**src/rtl/ddrw_pkg.sv**
```systemverilog
// Shared definitions for the DDR write burst data path.
// Assumes burst lengths are powers of two selected by a two-bit code.
package ddrw_pkg;
    typedef logic [1:0] bl_code_t;

    localparam bl_code_t BL_CODE_2    = 2'b00;
    localparam bl_code_t BL_CODE_4    = 2'b01;
    localparam bl_code_t BL_CODE_8    = 2'b10;
    localparam bl_code_t BL_CODE_RSVD = 2'b11;

    // Number of beats a length code asks for (reserved code yields 16).
    function automatic int beats_of(input bl_code_t code);
        return 2 << code;
    endfunction
endpackage

```
**src/rtl/ddrw_cadence.sv**
```systemverilog
// Command cadence generator: marks every second fast edge as a command edge.
// Assumes the fast clock runs at exactly twice the command clock.
module ddrw_cadence (
    input  logic clk2x,
    input  logic rst_n,
    output logic cmd_phase
);
    logic odd_q;

    // Toggle the half-cycle marker on every fast edge.
    always_ff @(posedge clk2x) begin
        if (!rst_n) odd_q <= 1'b0;
        else        odd_q <= ~odd_q;
    end

    assign cmd_phase = ~odd_q;
endmodule

```
**src/rtl/ddrw_slot_queue.sv**
```systemverilog
// Beat slot delay line. Position 0 holds the beat presented in the current
// fast cycle and position i the beat i cycles ahead. An accepted request
// loads its beats into positions 1..BL. Acceptance needs a command edge, a
// legal length and free positions 2 and above. Assumes MAX_BL >= 2.
module ddrw_slot_queue
    import ddrw_pkg::*;
#(
    parameter int DQ_W   = 16,
    parameter int LANES  = 2,
    parameter int MAX_BL = 8
) (
    input  logic                    clk2x,
    input  logic                    rst_n,
    input  logic                    cmd_phase,
    input  logic                    wr_valid,
    input  bl_code_t                wr_bl,
    input  logic [MAX_BL*DQ_W-1:0]  wr_data,
    input  logic [MAX_BL*LANES-1:0] wr_mask,
    output logic                    head_vld,
    output logic                    head_rise,
    output logic [DQ_W-1:0]         head_data,
    output logic [LANES-1:0]        head_mask,
    output logic                    next_vld,
    output logic                    any_next
);
    localparam int DEPTH = MAX_BL + 1;

    logic             vld_q  [DEPTH];
    logic             vld_d  [DEPTH];
    logic             rise_q [DEPTH];
    logic             rise_d [DEPTH];
    logic [DQ_W-1:0]  dat_q  [DEPTH];
    logic [DQ_W-1:0]  dat_d  [DEPTH];
    logic [LANES-1:0] msk_q  [DEPTH];
    logic [LANES-1:0] msk_d  [DEPTH];

    int   nbeats;
    logic bl_ok;
    logic slots_free;
    logic accept;

    // Decode the requested length and decide whether it is accepted.
    always_comb begin
        nbeats     = beats_of(wr_bl);
        bl_ok      = (wr_bl != BL_CODE_RSVD) && (nbeats <= MAX_BL);
        slots_free = 1'b1;
        for (int k = 2; k < DEPTH; k++) begin
            if (vld_q[k]) slots_free = 1'b0;
        end
        accept = cmd_phase && wr_valid && bl_ok && slots_free;
    end

    for (genvar i = 0; i < DEPTH; i++) begin : g_pos
        logic             sh_v;
        logic             sh_r;
        logic [DQ_W-1:0]  sh_d;
        logic [LANES-1:0] sh_m;

        if (i == DEPTH - 1) begin : g_tail
            // The far end shifts in an empty slot.
            always_comb begin
                sh_v = 1'b0;
                sh_r = 1'b0;
                sh_d = '0;
                sh_m = '0;
            end
        end else begin : g_body
            // Each slot moves one position toward the head per fast cycle.
            always_comb begin
                sh_v = vld_q[i+1];
                sh_r = rise_q[i+1];
                sh_d = dat_q[i+1];
                sh_m = msk_q[i+1];
            end
        end

        if (i == 0) begin : g_head
            // The head slot is only ever fed by the shift.
            always_comb begin
                vld_d[i]  = sh_v;
                rise_d[i] = sh_r;
                dat_d[i]  = sh_d;
                msk_d[i]  = sh_m;
            end
        end else begin : g_load
            localparam int B = i - 1;
            // Slot i takes beat i-1 of an accepted burst, otherwise the shift.
            always_comb begin
                if (accept && (B < nbeats)) begin
                    vld_d[i]  = 1'b1;
                    rise_d[i] = ((B % 2) == 0);
                    dat_d[i]  = wr_data[B*DQ_W +: DQ_W];
                    msk_d[i]  = wr_mask[B*LANES +: LANES];
                end else begin
                    vld_d[i]  = sh_v;
                    rise_d[i] = sh_r;
                    dat_d[i]  = sh_d;
                    msk_d[i]  = sh_m;
                end
            end
        end
    end

    // Register the slot line.
    always_ff @(posedge clk2x) begin
        for (int k = 0; k < DEPTH; k++) begin
            if (!rst_n) begin
                vld_q[k]  <= 1'b0;
                rise_q[k] <= 1'b0;
                dat_q[k]  <= '0;
                msk_q[k]  <= '0;
            end else begin
                vld_q[k]  <= vld_d[k];
                rise_q[k] <= rise_d[k];
                dat_q[k]  <= dat_d[k];
                msk_q[k]  <= msk_d[k];
            end
        end
    end

    // Flag whether any beat remains in flight after this edge.
    always_comb begin
        any_next = 1'b0;
        for (int k = 0; k < DEPTH; k++) begin
            if (vld_d[k]) any_next = 1'b1;
        end
    end

    assign head_vld  = vld_q[0];
    assign head_rise = rise_q[0];
    assign head_data = dat_q[0];
    assign head_mask = msk_q[0];
    assign next_vld  = vld_q[1];
endmodule

```
**src/rtl/ddrw_strobe_gen.sv**
```systemverilog
// Strobe generator, clocked on the rising fast edge. It drives the strobe low
// one cycle before the first beat (preamble), gives each beat its level, and
// releases after the postamble that follows the last beat. Assumes even
// burst lengths, so a burst always ends on a low level.
module ddrw_strobe_gen #(
    parameter int LANES = 2
) (
    input  logic             clk2x,
    input  logic             rst_n,
    input  logic             head_vld,
    input  logic             head_rise,
    input  logic             next_vld,
    output logic [LANES-1:0] dqs,
    output logic [LANES-1:0] dqs_oe
);
    for (genvar l = 0; l < LANES; l++) begin : g_lane
        // One strobe and enable per byte lane, all driven from the same slot.
        always_ff @(posedge clk2x) begin
            if (!rst_n) begin
                dqs[l]    <= 1'b0;
                dqs_oe[l] <= 1'b0;
            end else begin
                dqs[l]    <= head_vld && head_rise;
                dqs_oe[l] <= head_vld || next_vld;
            end
        end
    end
endmodule

```
**src/rtl/ddrw_beat_drive.sv**
```systemverilog
// Data and mask drivers, clocked on the falling fast edge so the data sits a
// quarter command period away from the strobe. Drives zero when idle.
module ddrw_beat_drive #(
    parameter int DQ_W  = 16,
    parameter int LANES = 2
) (
    input  logic             clk2x,
    input  logic             rst_n,
    input  logic             head_vld,
    input  logic [DQ_W-1:0]  head_data,
    input  logic [LANES-1:0] head_mask,
    output logic [DQ_W-1:0]  dq,
    output logic             dq_oe,
    output logic [LANES-1:0] dm
);
    // Present the head slot for one fast cycle, or quiet outputs when empty.
    always_ff @(negedge clk2x) begin
        if (!rst_n) begin
            dq    <= '0;
            dq_oe <= 1'b0;
            dm    <= '0;
        end else begin
            dq_oe <= head_vld;
            dq    <= head_vld ? head_data : '0;
            dm    <= head_vld ? head_mask : '0;
        end
    end
endmodule

```
**src/rtl/ddrw_turnaround.sv**
```systemverilog
// Write-to-read turnaround timer. It counts fast cycles since the last beat
// left the slot line and raises the flag once the required command clocks
// past the last data pair have elapsed.
module ddrw_turnaround #(
    parameter int WTR_CYC = 1
) (
    input  logic clk2x,
    input  logic rst_n,
    input  logic any_next,
    output logic wr_to_rd_ok
);
    localparam int LIM = 2 * WTR_CYC + 2;
    localparam int CW  = $clog2(LIM + 1);

    logic [CW-1:0] cnt_q;
    logic [CW-1:0] cnt_d;

    // Saturating count of empty fast cycles.
    always_comb begin
        if (any_next)                cnt_d = '0;
        else if (cnt_q != CW'(LIM))  cnt_d = cnt_q + 1'b1;
        else                         cnt_d = cnt_q;
    end

    // Hold the count and the flag that it has reached its limit.
    always_ff @(posedge clk2x) begin
        if (!rst_n) begin
            cnt_q       <= CW'(LIM);
            wr_to_rd_ok <= 1'b1;
        end else begin
            cnt_q       <= cnt_d;
            wr_to_rd_ok <= !any_next && (cnt_d == CW'(LIM));
        end
    end
endmodule

```
**src/rtl/ddr_wr_burst.sv**
```systemverilog
// DDR write burst data path top. It joins the command cadence, the beat slot
// line, the strobe generator, the data drivers and the turnaround timer.
// Assumes DQ_W is a multiple of 8 and MAX_BL is 2, 4 or 8.
module ddr_wr_burst
    import ddrw_pkg::*;
#(
    parameter int DQ_W    = 16,
    parameter int MAX_BL  = 8,
    parameter int WTR_CYC = 1
) (
    input  logic                         clk2x,
    input  logic                         rst_n,
    input  logic                         wr_valid,
    input  logic [1:0]                   wr_bl,
    input  logic [MAX_BL*DQ_W-1:0]       wr_data,
    input  logic [MAX_BL*(DQ_W/8)-1:0]   wr_mask,
    output logic                         cmd_phase,
    output logic [DQ_W-1:0]              dq,
    output logic                         dq_oe,
    output logic [DQ_W/8-1:0]            dqs,
    output logic [DQ_W/8-1:0]            dqs_oe,
    output logic [DQ_W/8-1:0]            dm,
    output logic                         wr_to_rd_ok
);
    localparam int LANES = DQ_W / 8;

    logic             head_vld;
    logic             head_rise;
    logic [DQ_W-1:0]  head_data;
    logic [LANES-1:0] head_mask;
    logic             next_vld;
    logic             any_next;

    ddrw_cadence u_cadence (
        .clk2x     (clk2x),
        .rst_n     (rst_n),
        .cmd_phase (cmd_phase)
    );

    ddrw_slot_queue #(.DQ_W(DQ_W), .LANES(LANES), .MAX_BL(MAX_BL)) u_queue (
        .clk2x     (clk2x),
        .rst_n     (rst_n),
        .cmd_phase (cmd_phase),
        .wr_valid  (wr_valid),
        .wr_bl     (bl_code_t'(wr_bl)),
        .wr_data   (wr_data),
        .wr_mask   (wr_mask),
        .head_vld  (head_vld),
        .head_rise (head_rise),
        .head_data (head_data),
        .head_mask (head_mask),
        .next_vld  (next_vld),
        .any_next  (any_next)
    );

    ddrw_strobe_gen #(.LANES(LANES)) u_strobe (
        .clk2x     (clk2x),
        .rst_n     (rst_n),
        .head_vld  (head_vld),
        .head_rise (head_rise),
        .next_vld  (next_vld),
        .dqs       (dqs),
        .dqs_oe    (dqs_oe)
    );

    ddrw_beat_drive #(.DQ_W(DQ_W), .LANES(LANES)) u_beats (
        .clk2x     (clk2x),
        .rst_n     (rst_n),
        .head_vld  (head_vld),
        .head_data (head_data),
        .head_mask (head_mask),
        .dq        (dq),
        .dq_oe     (dq_oe),
        .dm        (dm)
    );

    ddrw_turnaround #(.WTR_CYC(WTR_CYC)) u_wtr (
        .clk2x       (clk2x),
        .rst_n       (rst_n),
        .any_next    (any_next),
        .wr_to_rd_ok (wr_to_rd_ok)
    );
endmodule

```
**config.mk**
```make
export PLATFORM = sky130hd
export DESIGN_NAME = ddr_wr_burst
export DESIGN_NICKNAME = d
export VERILOG_FILES = /design/src/rtl/ddrw_pkg.sv /design/src/rtl/ddrw_cadence.sv /design/src/rtl/ddrw_slot_queue.sv /design/src/rtl/ddrw_strobe_gen.sv /design/src/rtl/ddrw_beat_drive.sv /design/src/rtl/ddrw_turnaround.sv /design/src/rtl/ddr_wr_burst.sv
export SDC_FILE = /design/constraint.sdc
export NUM_CORES = 1
export LEC_CHECK = 0
export BUFFER_PORTS_ARGS = -buffer_cell sky130_fd_sc_hd__buf_4
export CAP_MARGIN = 20
export CORE_AREA = 4 4 133 135
export CTS_CLUSTER_DIAMETER = 120
export DETAILED_ROUTE_END_ITERATION = 12
export DIE_AREA = 0 0 137 139
export PLACE_DENSITY = 0.71
export SYNTH_ARGS = -nofsm -noshare
export SYNTH_HDL_FRONTEND = slang
export SYNTH_SLANG_ARGS = --single-unit
```
**constraint.sdc**
```tcl
create_clock -name clk2x -period 1.6 [get_ports clk2x]
set_input_delay 0 -clock clk2x [delete_from_list [all_inputs] [get_ports clk2x]]
set_output_delay 0 -clock clk2x [all_outputs]
set_load 0.02 [all_outputs]
```
* After elaboration in Yosys (flattened, before gate mapping)
Memories as Yosys holds them, arrays and structs flattened. A register that Yosys moved wholly into a read port is not among the register bits. Index checks and enable logic that the tools add are counted.
Storage, ports and cells: flip-flop bits (word level) 8, bits in latches 0, bits in writable memories 180, memory bits (read-only) 0, bits of input ports 149, memories kept 4
Operators by class: add/sub/neg operators 1, multiply operators 0, div/mod/pow operators 0, magnitude comparators 9, equality and inequality tests 3, shift-type cells 1, multiplexer cells 87, bitwise logic cells 37, reduce and logical (&&, ||, !) cells 19
Memory list:
- u_queue.dat_q | words 9, bits a word 16, rd ports 9, clocked after memory_dff 1, write ports 9, line ddrw_slot_queue.sv:32 | logic [DQ_W-1:0] dat_q [DEPTH];
- u_queue.msk_q | words 9, bits a word 2, rd ports 9, clocked after memory_dff 1, write ports 9, line ddrw_slot_queue.sv:34 | logic [LANES-1:0] msk_q [DEPTH];
- u_queue.rise_q | words 9, bits a word 1, rd ports 9, clocked after memory_dff 0, write ports 9, line ddrw_slot_queue.sv:30 | logic rise_q [DEPTH];
- u_queue.vld_q | words 9, bits a word 1, rd ports 9, clocked after memory_dff 0, write ports 9, line ddrw_slot_queue.sv:28 | logic vld_q [DEPTH];
Operators with widths (count):
- $mux 16 | 17
- $lt 4x32->1 const A | 4
- $lt 3x32->1 const A | 2
- $mux 1 | 51
- $or 1x1->1 | 36
- $mux 2 | 17
- $le 32x5->1 const B | 1
- $lt 1x32->1 const A | 1
- $lt 2x32->1 const A | 1
- $shl 2x2->32 const A | 1
- $logic_and 1x1->1 | 14
- $mux 3 | 2
- $add 3x1->3 const B | 1
- $eq 3x3->1 const B | 1
- $logic_not 1->1 | 3
- $ne 3x3->1 const B | 1
- $ne 2x2->1 const B | 1
- $reduce_and 2->1 | 1
- $logic_or 1x1->1 | 1
- $not 1->1 | 1

* Logic depth before layout (Yosys ltp)
Gate-level depths: netlist of run 1. An unclocked memory read counts as a cell.
depth after elaboration 22, mapped depth 6, gate-level depth less buffers 6

* Cells and area by module
Synthesis of run 1 repeated with hierarchy kept, for this count alone.
Second synthesis, totals: cell total of the unflattened synthesis 757, area, all modules 7009.2 um^2
By module, submodules not included:
- ddrw_slot_queue | times used 1, cells each 688, area an instance 6190.9 um^2, sequential area each 3603.5 um^2
- ddrw_beat_drive | times used 1, cells each 41, area an instance 525.5 um^2, sequential area each 380.4 um^2
- ddrw_turnaround | times used 1, cells each 19, area an instance 193.9 um^2, sequential area each 80.1 um^2
- ddrw_strobe_gen | times used 1, cells each 6, area an instance 68.8 um^2, sequential area each 40.0 um^2
- ddrw_cadence | times used 1, cells each 3, area an instance 30.0 um^2, sequential area each 20.0 um^2

==> reports/results.txt, run 1 <==
Finished Core Util: 0.647
Via density per instance: 4.54
Worst path required time: 1.60 ns
Post-synth top flop: dfxtp_1
Avg Cell Area, Syn: 10.7 sq um
Clock slew at reported path FFs: 0.06 ns
Hold Crit Class: input port to flip-flop
Leak Pwr: 4.66 nW
Fin Hold WS: 0.0607 ns
Register area share after synthesis: 0.604
CTS tree: yes
Max-slew violations: 0
Type of origin of the critical path: flip-flop
FFs w/ async S/R, synth: 0
Worst-path maximum fanout: 1
CP Buf/Inv Count: 1
Slowest CP cell: dfxtp_2
Initial Utilization: 0.415
CP top delay family: flip-flops
Critical path class: flip-flop to output pin
WL per Instance: 14.5 um
Worst R2R Start: u_queue.vld_q[8]$_DFF_P_
Critical Path AT: 1.78 ns
Crit path capture: dq[9]
CP Capture Type: output pin
Chip Height: 139 um
Final Skew: 0.0774 ns
Total clock sinks: 206
CP cell instances: buf_6
WL final: 17,400 um
FILL cells: 1,247
Synth warn: 0
Hold Fails Final Rpt: 0
Unique cell type count in the Yosys netlist: 36
Initial antenna violation count: 1
Port bufs: 173
Setup WS post-layout: -0.178 ns
CTS H-Tree Depth: 1
Mapped Cells: 637
FF-to-FF End: u_queue.dat_q[4][9]$_SDFF_PN0_
Synthesized net count: 788
Vias in the first global route: 5,587
Insertion delay to the later sink of the worst-skew pair: 0.55 ns
Proportion of layout cells with a drive suffix above 1: 0.264
Post-DP HPWL: 9730 um
Die area: 19,000 sq um
VDD IR max: 0.910 mV
CP Depth: 1
FP Rows: 47
Cell area after synthesis: 6830 sq um
Grt ovf: 0
EDFF count, synth: 0
IO Count: 174
Gr usage total: 0.174
Via count: 5,459
Core ar.: 16,500 sq um
Largest net degree at the start of global routing: 103
R2R cell count: 5
Overall Power: 11.3 mW
Largest stage delay, worst path: 0.31 ns
CTS buffer count: 21
Max cap viols: 0
# DRC: 0
Yosys reg bits: 206
First-pass GRT wire length: 27,200 um
Post-place instance area: 8240 sq um
TritonRoute pass-1 iters: 4
Die width: 137 um
Violated checks: negative setup slack
GP Congestion: 0.700
RSZ-0062 raised after global routing: yes
Area Growth Syn to Fin: 56.0%
Setup violators final: 19
Pwr/cell area: 1060 nW/um^2
Final Cell Area: 10,700 sq um
CTS max path bufs: 3
Post-DRT Antenna Nets: 0
NumNets Final: 1,122
Flop2flop setup slack: 0.02 ns
Status: finished, violations left
Worst setup startpoint: u_beats.dq[9]$_SDFF_NN0_
Root buf cell: clkbuf_16
Iter 0 DRT Violations: 207
timing repair:
| action | in CTS | in global routing |
|---|---|---|
| resized for setup | 41 | 7 |
| setup buffers | 0 | 2 |
| setup endpoints to repair | 38 | 95 |
| gates cloned | 1 | 4 |
| pin swaps | 1 | 3 |
| hold buffers | 148 | 0 |
| hold endpoints to repair | 149 | 0 |
how the worst min path moves through the flow:
stage	cells after the start	slack [ns]	to	start
after global placement	2	0.20	u_queue.msk_q[8][1]$_SDFF_PN0_	wr_mask[15]
after detailed placement	2	0.20	u_queue.dat_q[8][2]$_SDFF_PN0_	wr_data[114]
after CTS	5	0.03	u_wtr.cnt_q[2]$_SDFF_PN1_	wr_bl[1]
after floorplan	1	0.12	u_queue.dat_q[8][0]$_SDFF_PN0_	wr_data[112]
after global routing	4	0.09	u_queue.rise_q[5]$_DFF_P_	wr_bl[0]
final	5	0.06	u_wtr.cnt_q[2]$_SDFF_PN1_	wr_bl[1]
worst min-delay path: cells and delay by family:
family	cells	cell delay, ns
AO/OA/AOI/OAI	2	0.19
buffers and inverters	1	0.13
AND/OR/NAND/NOR	2	0.17
logic make-up (layout without fill, tap and decap cells):
kind of cell | Yosys count | in the layout | synth area share
adder cells (fa/ha/maj) | 2 | 2 | 0.00366
XOR/XNOR | 1 | 1 | 0.00128
other | 1 | 2 | 0.000549
multiplexers | 37 | 37 | 0.0542
buffers and inverters | 57 | 402 | 0.0595
AO/OA/AOI/OAI | 106 | 106 | 0.113
flip-flops | 206 | 206 | 0.604
AND/OR/NAND/NOR | 227 | 227 | 0.164
registers in the layout (all words and copies together) (netlist names):
signal,count
u_queue.rise_q,9
u_queue.dat_q,144
u_beats.dm,2
u_strobe.dqs,1
u_cadence.odd_q,1
u_queue.msk_q,18
u_strobe.dqs_oe,1
u_beats.dq,16
u_wtr.wr_to_rd_ok,1
u_beats.dq_oe,1
u_wtr.cnt_q,3
u_queue.vld_q,9
cell usage in the layout, fill, tap and decap left out, types with 3 or more instances in the layout:
cell           count
a22o_1            54
and2_1            41
and3_1            20
buf_12             7
buf_4            165
buf_6             21
clkbuf_1           3
clkbuf_16         24
clkinv_1           3
clkinv_2           3
dfxtp_1          185
dfxtp_2           21
dlygate4sd3_1    148
inv_1             23
mux2i_1           37
nand2_1          113
nand3_1           34
o21a_1            10
o21ai_0           36
area by class of cell:
type | instances | area (sq um) | share of cell area
Sequential cell | 206 | 4150 | 0.389
Timing Repair Buffer | 345 | 3200 | 0.300
Multi-Input combinational cell | 374 | 2340 | 0.219
Clock buffer | 25 | 551 | 0.0516
Tap cell | 220 | 275 | 0.0258
Clock inverter | 28 | 130 | 0.0122
Inverter | 4 | 15.0 | 0.00141
Antenna cell | 1 | 2.50 | 0.000235
per-stage QoR:
step	setup slack, ns	setup TNS [ns]	instances
after floorplan	-0.00290	-0.0258	637
after global placement	-0.0213	-0.338	995
after detailed placement	-0.0553	-0.916	995
after CTS	-0.196	-3.37	1196
after global routing	-0.223	-4.65	1203
final	-0.178	-3.13	1203
where the power goes:
group          internal [mW]  total [mW]  switching (mW)
sequential              5.34        5.41          0.0729
combinational          0.815        1.34           0.528
clock                   2.58        4.53            1.95
total                   8.73        11.3            2.55
per-layer routing:
layer  GRT usage  wire [um]  vias to the layer above
li1            -          -                     2820
met1       0.214       7300                     2442
met2       0.307       8650                      175
met3      0.0439       1160                       22
met4      0.0368        293                        0
met5           0          0                        -
cells in the mapped netlist (3+ instances only):
cell / instances / share of area
dfxtp_1: 206 / 0.60
nand2_1: 113 / 0.062
buf_6: 11 / 0.018
mux2i_1: 37 / 0.054
buf_12: 6 / 0.018
buf_4: 3 / 0.0033
and2_1: 42 / 0.038
o21ai_0: 37 / 0.027
nor2b_1: 3 / 0.0027
clkbuf_1: 27 / 0.015
o21a_1: 10 / 0.011
a22o_1: 54 / 0.069
nand3_1: 36 / 0.026
inv_1: 5 / 0.0027
and3_1: 20 / 0.018
buf_1: 4 / 0.0022
No activity file was read; power rests on OpenSTA's default activity.
==> run 2: changes to the inputs <==
--- a/config.mk
+++ b/config.mk
@@ -11,7 +11,7 @@
 export CTS_CLUSTER_DIAMETER = 120
 export DETAILED_ROUTE_END_ITERATION = 12
 export DIE_AREA = 0 0 137 139
-export PLACE_DENSITY = 0.71
+export PLACE_DENSITY = 0.73
 export SYNTH_ARGS = -nofsm -noshare
 export SYNTH_HDL_FRONTEND = slang
 export SYNTH_SLANG_ARGS = --single-unit
==> constraint.sdc (replaced) <==
create_clock -name clk2x -period 1.4 [get_ports clk2x]
set_input_delay 0 -clock clk2x [delete_from_list [all_inputs] [get_ports clk2x]]
set_output_delay 0 -clock clk2x [all_outputs]
set_load 0.02 [all_outputs]
==> reports/results.txt, run 2 (same netlist as run 1, synthesis figures left out) <==
Post-DP HPWL: 9800 um (+0.65%)
Via count: 6,107 (+12%)
Grt ovf: 0 (unchanged)
Vias in the first global route: 6,779 (+21%)
CP top delay family: flip-flops
Core ar.: 16,500 sq um (unchanged)
CP Capture Type: output pin
Insertion delay to the later sink of the worst-skew pair: 0.58 ns (+0.03 ns)
VDD IR max: 0.868 mV (-4.6%)
Final Skew: 0.0906 ns (+0.0132 ns)
Number of flip-flops in the largest register: 144 (unchanged)
R2R cell count: 8 (+3)
NumNets Final: 1,179 (+5.1%)
Clock share of power: 0.432 (+0.031)
Worst-Margin Slew: 0.612 ns
FILL cells: 976 (-22%)
Overall Power: 15.1 mW (+34%)
IO Count: 174 (unchanged)
Psw: 3.71 mW (+45%)
Int Pwr: 11.4 mW (+30%)
Critical path class: flip-flop to output pin
Worst R2R Start: u_queue.vld_q[5]$_DFF_P_
Most frequent cells in the layout: 182 x dfxtp_1, 165 x buf_4, 146 x dlygate4sd3_1
Worst-path maximum fanout: 1 (unchanged)
Slowest CP cell: dfxtp_2
CTS H-Tree Depth: 1 (unchanged)
Setup violators final: 177 (+158)
Flop2flop setup slack: -0.28 ns (-0.30 ns)
Hold Fails Final Rpt: 0 (unchanged)
Root buf cell: clkbuf_16
Max-slew violations: 0 (unchanged)
Max cap viols: 0 (unchanged)
CTS tree: yes
Sw Ratio: 0.246 (+0.0196)
Setup WS post-layout: -0.336 ns (-0.158 ns)
Total clock sinks: 206 (unchanged)
Hold depth: 5 (unchanged)
Final Cell Area: 12,300 sq um (+15%)
Largest stage delay, worst path: 0.34 ns (+0.03 ns)
# DRC: 0 (unchanged)
CP cell instances: buf_6
Proportion of layout cells with a drive suffix above 1: 0.384 (+0.120)
Hold Crit Class: input port to flip-flop
Hold Path Sink: u_wtr.cnt_q[1]$_SDFF_PN0_
Die width: 137 um (unchanged)
Via density per instance: 4.83 (+6.4%)
Iter 0 DRT Violations: 320 (+55%)
Leak Pwr: 5.34 nW (+15%)
CP Buf/Inv Count: 1 (unchanged)
WL final: 24,100 um (+38%)
Post-place instance area: 8290 sq um (+0.50%)
Combinational group share of total power: 0.157 (+0.038)
Setup TNS: -38.51 ns (-35.39 ns)
Worst path required time: 1.40 ns (-0.20 ns)
Pwr/cell area: 1230 nW/um^2 (+16%)
Post-DRT Antenna Nets: 0 (unchanged)
Slew headroom: 0.592
Clock slew at reported path FFs: 0.07 ns (about the same)
First-pass GRT wire length: 35,900 um (+32%)
Critical Path AT: 1.74 ns (-0.04 ns)
FF-to-FF End: u_queue.dat_q[1][14]$_SDFF_PN0_
RSZ-0062 raised after global routing: yes
Largest register by flop count: u_queue.dat_q
Chip Height: 139 um (unchanged)
Most common cell after layout, fill and taps aside: dfxtp_1
Seq pwr share: 0.411 (-0.069)
Port bufs: 173 (unchanged)
TritonRoute pass-1 iters: 4 (unchanged)
Area Growth Syn to Fin: 80.1%
Violated checks: negative setup slack
Regs by FF count: u_queue.dat_q (144), u_queue.msk_q (18), u_beats.dq (16)
Finished Core Util: 0.747 (+0.0997)
FP Rows: 47 (unchanged)
Initial antenna violation count: 1 (unchanged)
Initial Utilization: 0.415 (unchanged)
CTS max path bufs: 3 (unchanged)
Gr usage total: 0.243 (+0.0686)
Largest net degree at the start of global routing: 81 (-21%)
GP Congestion: 0.775 (+11%)
WL per Instance: 19.0 um (+32%)
Startpoint of the tightest hold check path: wr_bl[1]
Type of origin of the critical path: flip-flop
Fin Hold WS: 0.0978 ns (+0.0371 ns)
Die area: 19,000 sq um (unchanged)
Status: finished, violations left
CTS buffer count: 23 (+9.5%)
-- run 2: timing repair --
item | in CTS | in global routing
setup endpoints to repair | 173 | 178
hold buffers | 146 | 0
gates resized for setup | 152 | 101
pin swaps | 52 | 35
gates cloned | 35 | 2
buffers inserted | 33 | 13
hold endpoints to repair | 147 | 0
-- run 2: stage by stage --
stage          instances  setup WS, ns
6_report            1265        -0.336
4_1_cts             1270        -0.321
2_1_floorplan        637        -0.103
3_5_place_dp        1000        -0.180
5_1_grt             1265        -0.364
3_3_place_gp        1000        -0.131
-- run 2: final cells by class --
cell class	count	area (sq um)	area share
repair buffers	399	4240	0.344
clock inverters	35	272	0.0221
inverters	4	15.0	0.00122
flip-flops and latches	206	4160	0.338
well taps	220	275	0.0224
multi-input cells	375	2760	0.224
diodes	1	2.50	0.000203
clock buffers	25	583	0.0474
-- run 2: layer usage --
layer | GRT usage | share of wire | up-vias
li1 | - | - | 2952
met4 | 0.102 | 0.033 | 0
met1 | 0.257 | 0.36 | 2861
met2 | 0.455 | 0.55 | 238
met5 | 0 | 0 | -
met3 | 0.0530 | 0.055 | 56
-- run 2: worst max path at each step --
stage	end	slack (ns)	cells after the start	startpoint
after floorplan	u_beats.dq[15]$_SDFF_NN0_	-0.10	3	u_queue.vld_q[0]$_DFF_P_
after global placement	u_beats.dq[6]$_SDFF_NN0_	-0.13	1	u_queue.vld_q[0]$_DFF_P_
after detailed placement	u_queue.dat_q[3][13]$_SDFF_PN0_	-0.18	5	u_queue.vld_q[8]$_DFF_P_
after CTS	dq[4]	-0.32	1	u_beats.dq[4]$_SDFF_NN0_
after global routing	u_queue.dat_q[4][10]$_SDFF_PN0_	-0.36	7	u_queue.vld_q[5]$_DFF_P_
final	dq[12]	-0.34	1	u_beats.dq[12]$_SDFF_NN0_
-- run 2: power by group through the flow --
stage	Sequential [mW]	Clock, mW	Combinational (mW)
global placement	6.30	0.0875	1.09
detailed placement	6.30	0.0875	1.11
floorplan	6.29	0.0875	0.626
finish	6.21	6.52	2.37
global route	6.23	6.89	2.50
CTS	6.19	6.46	2.30
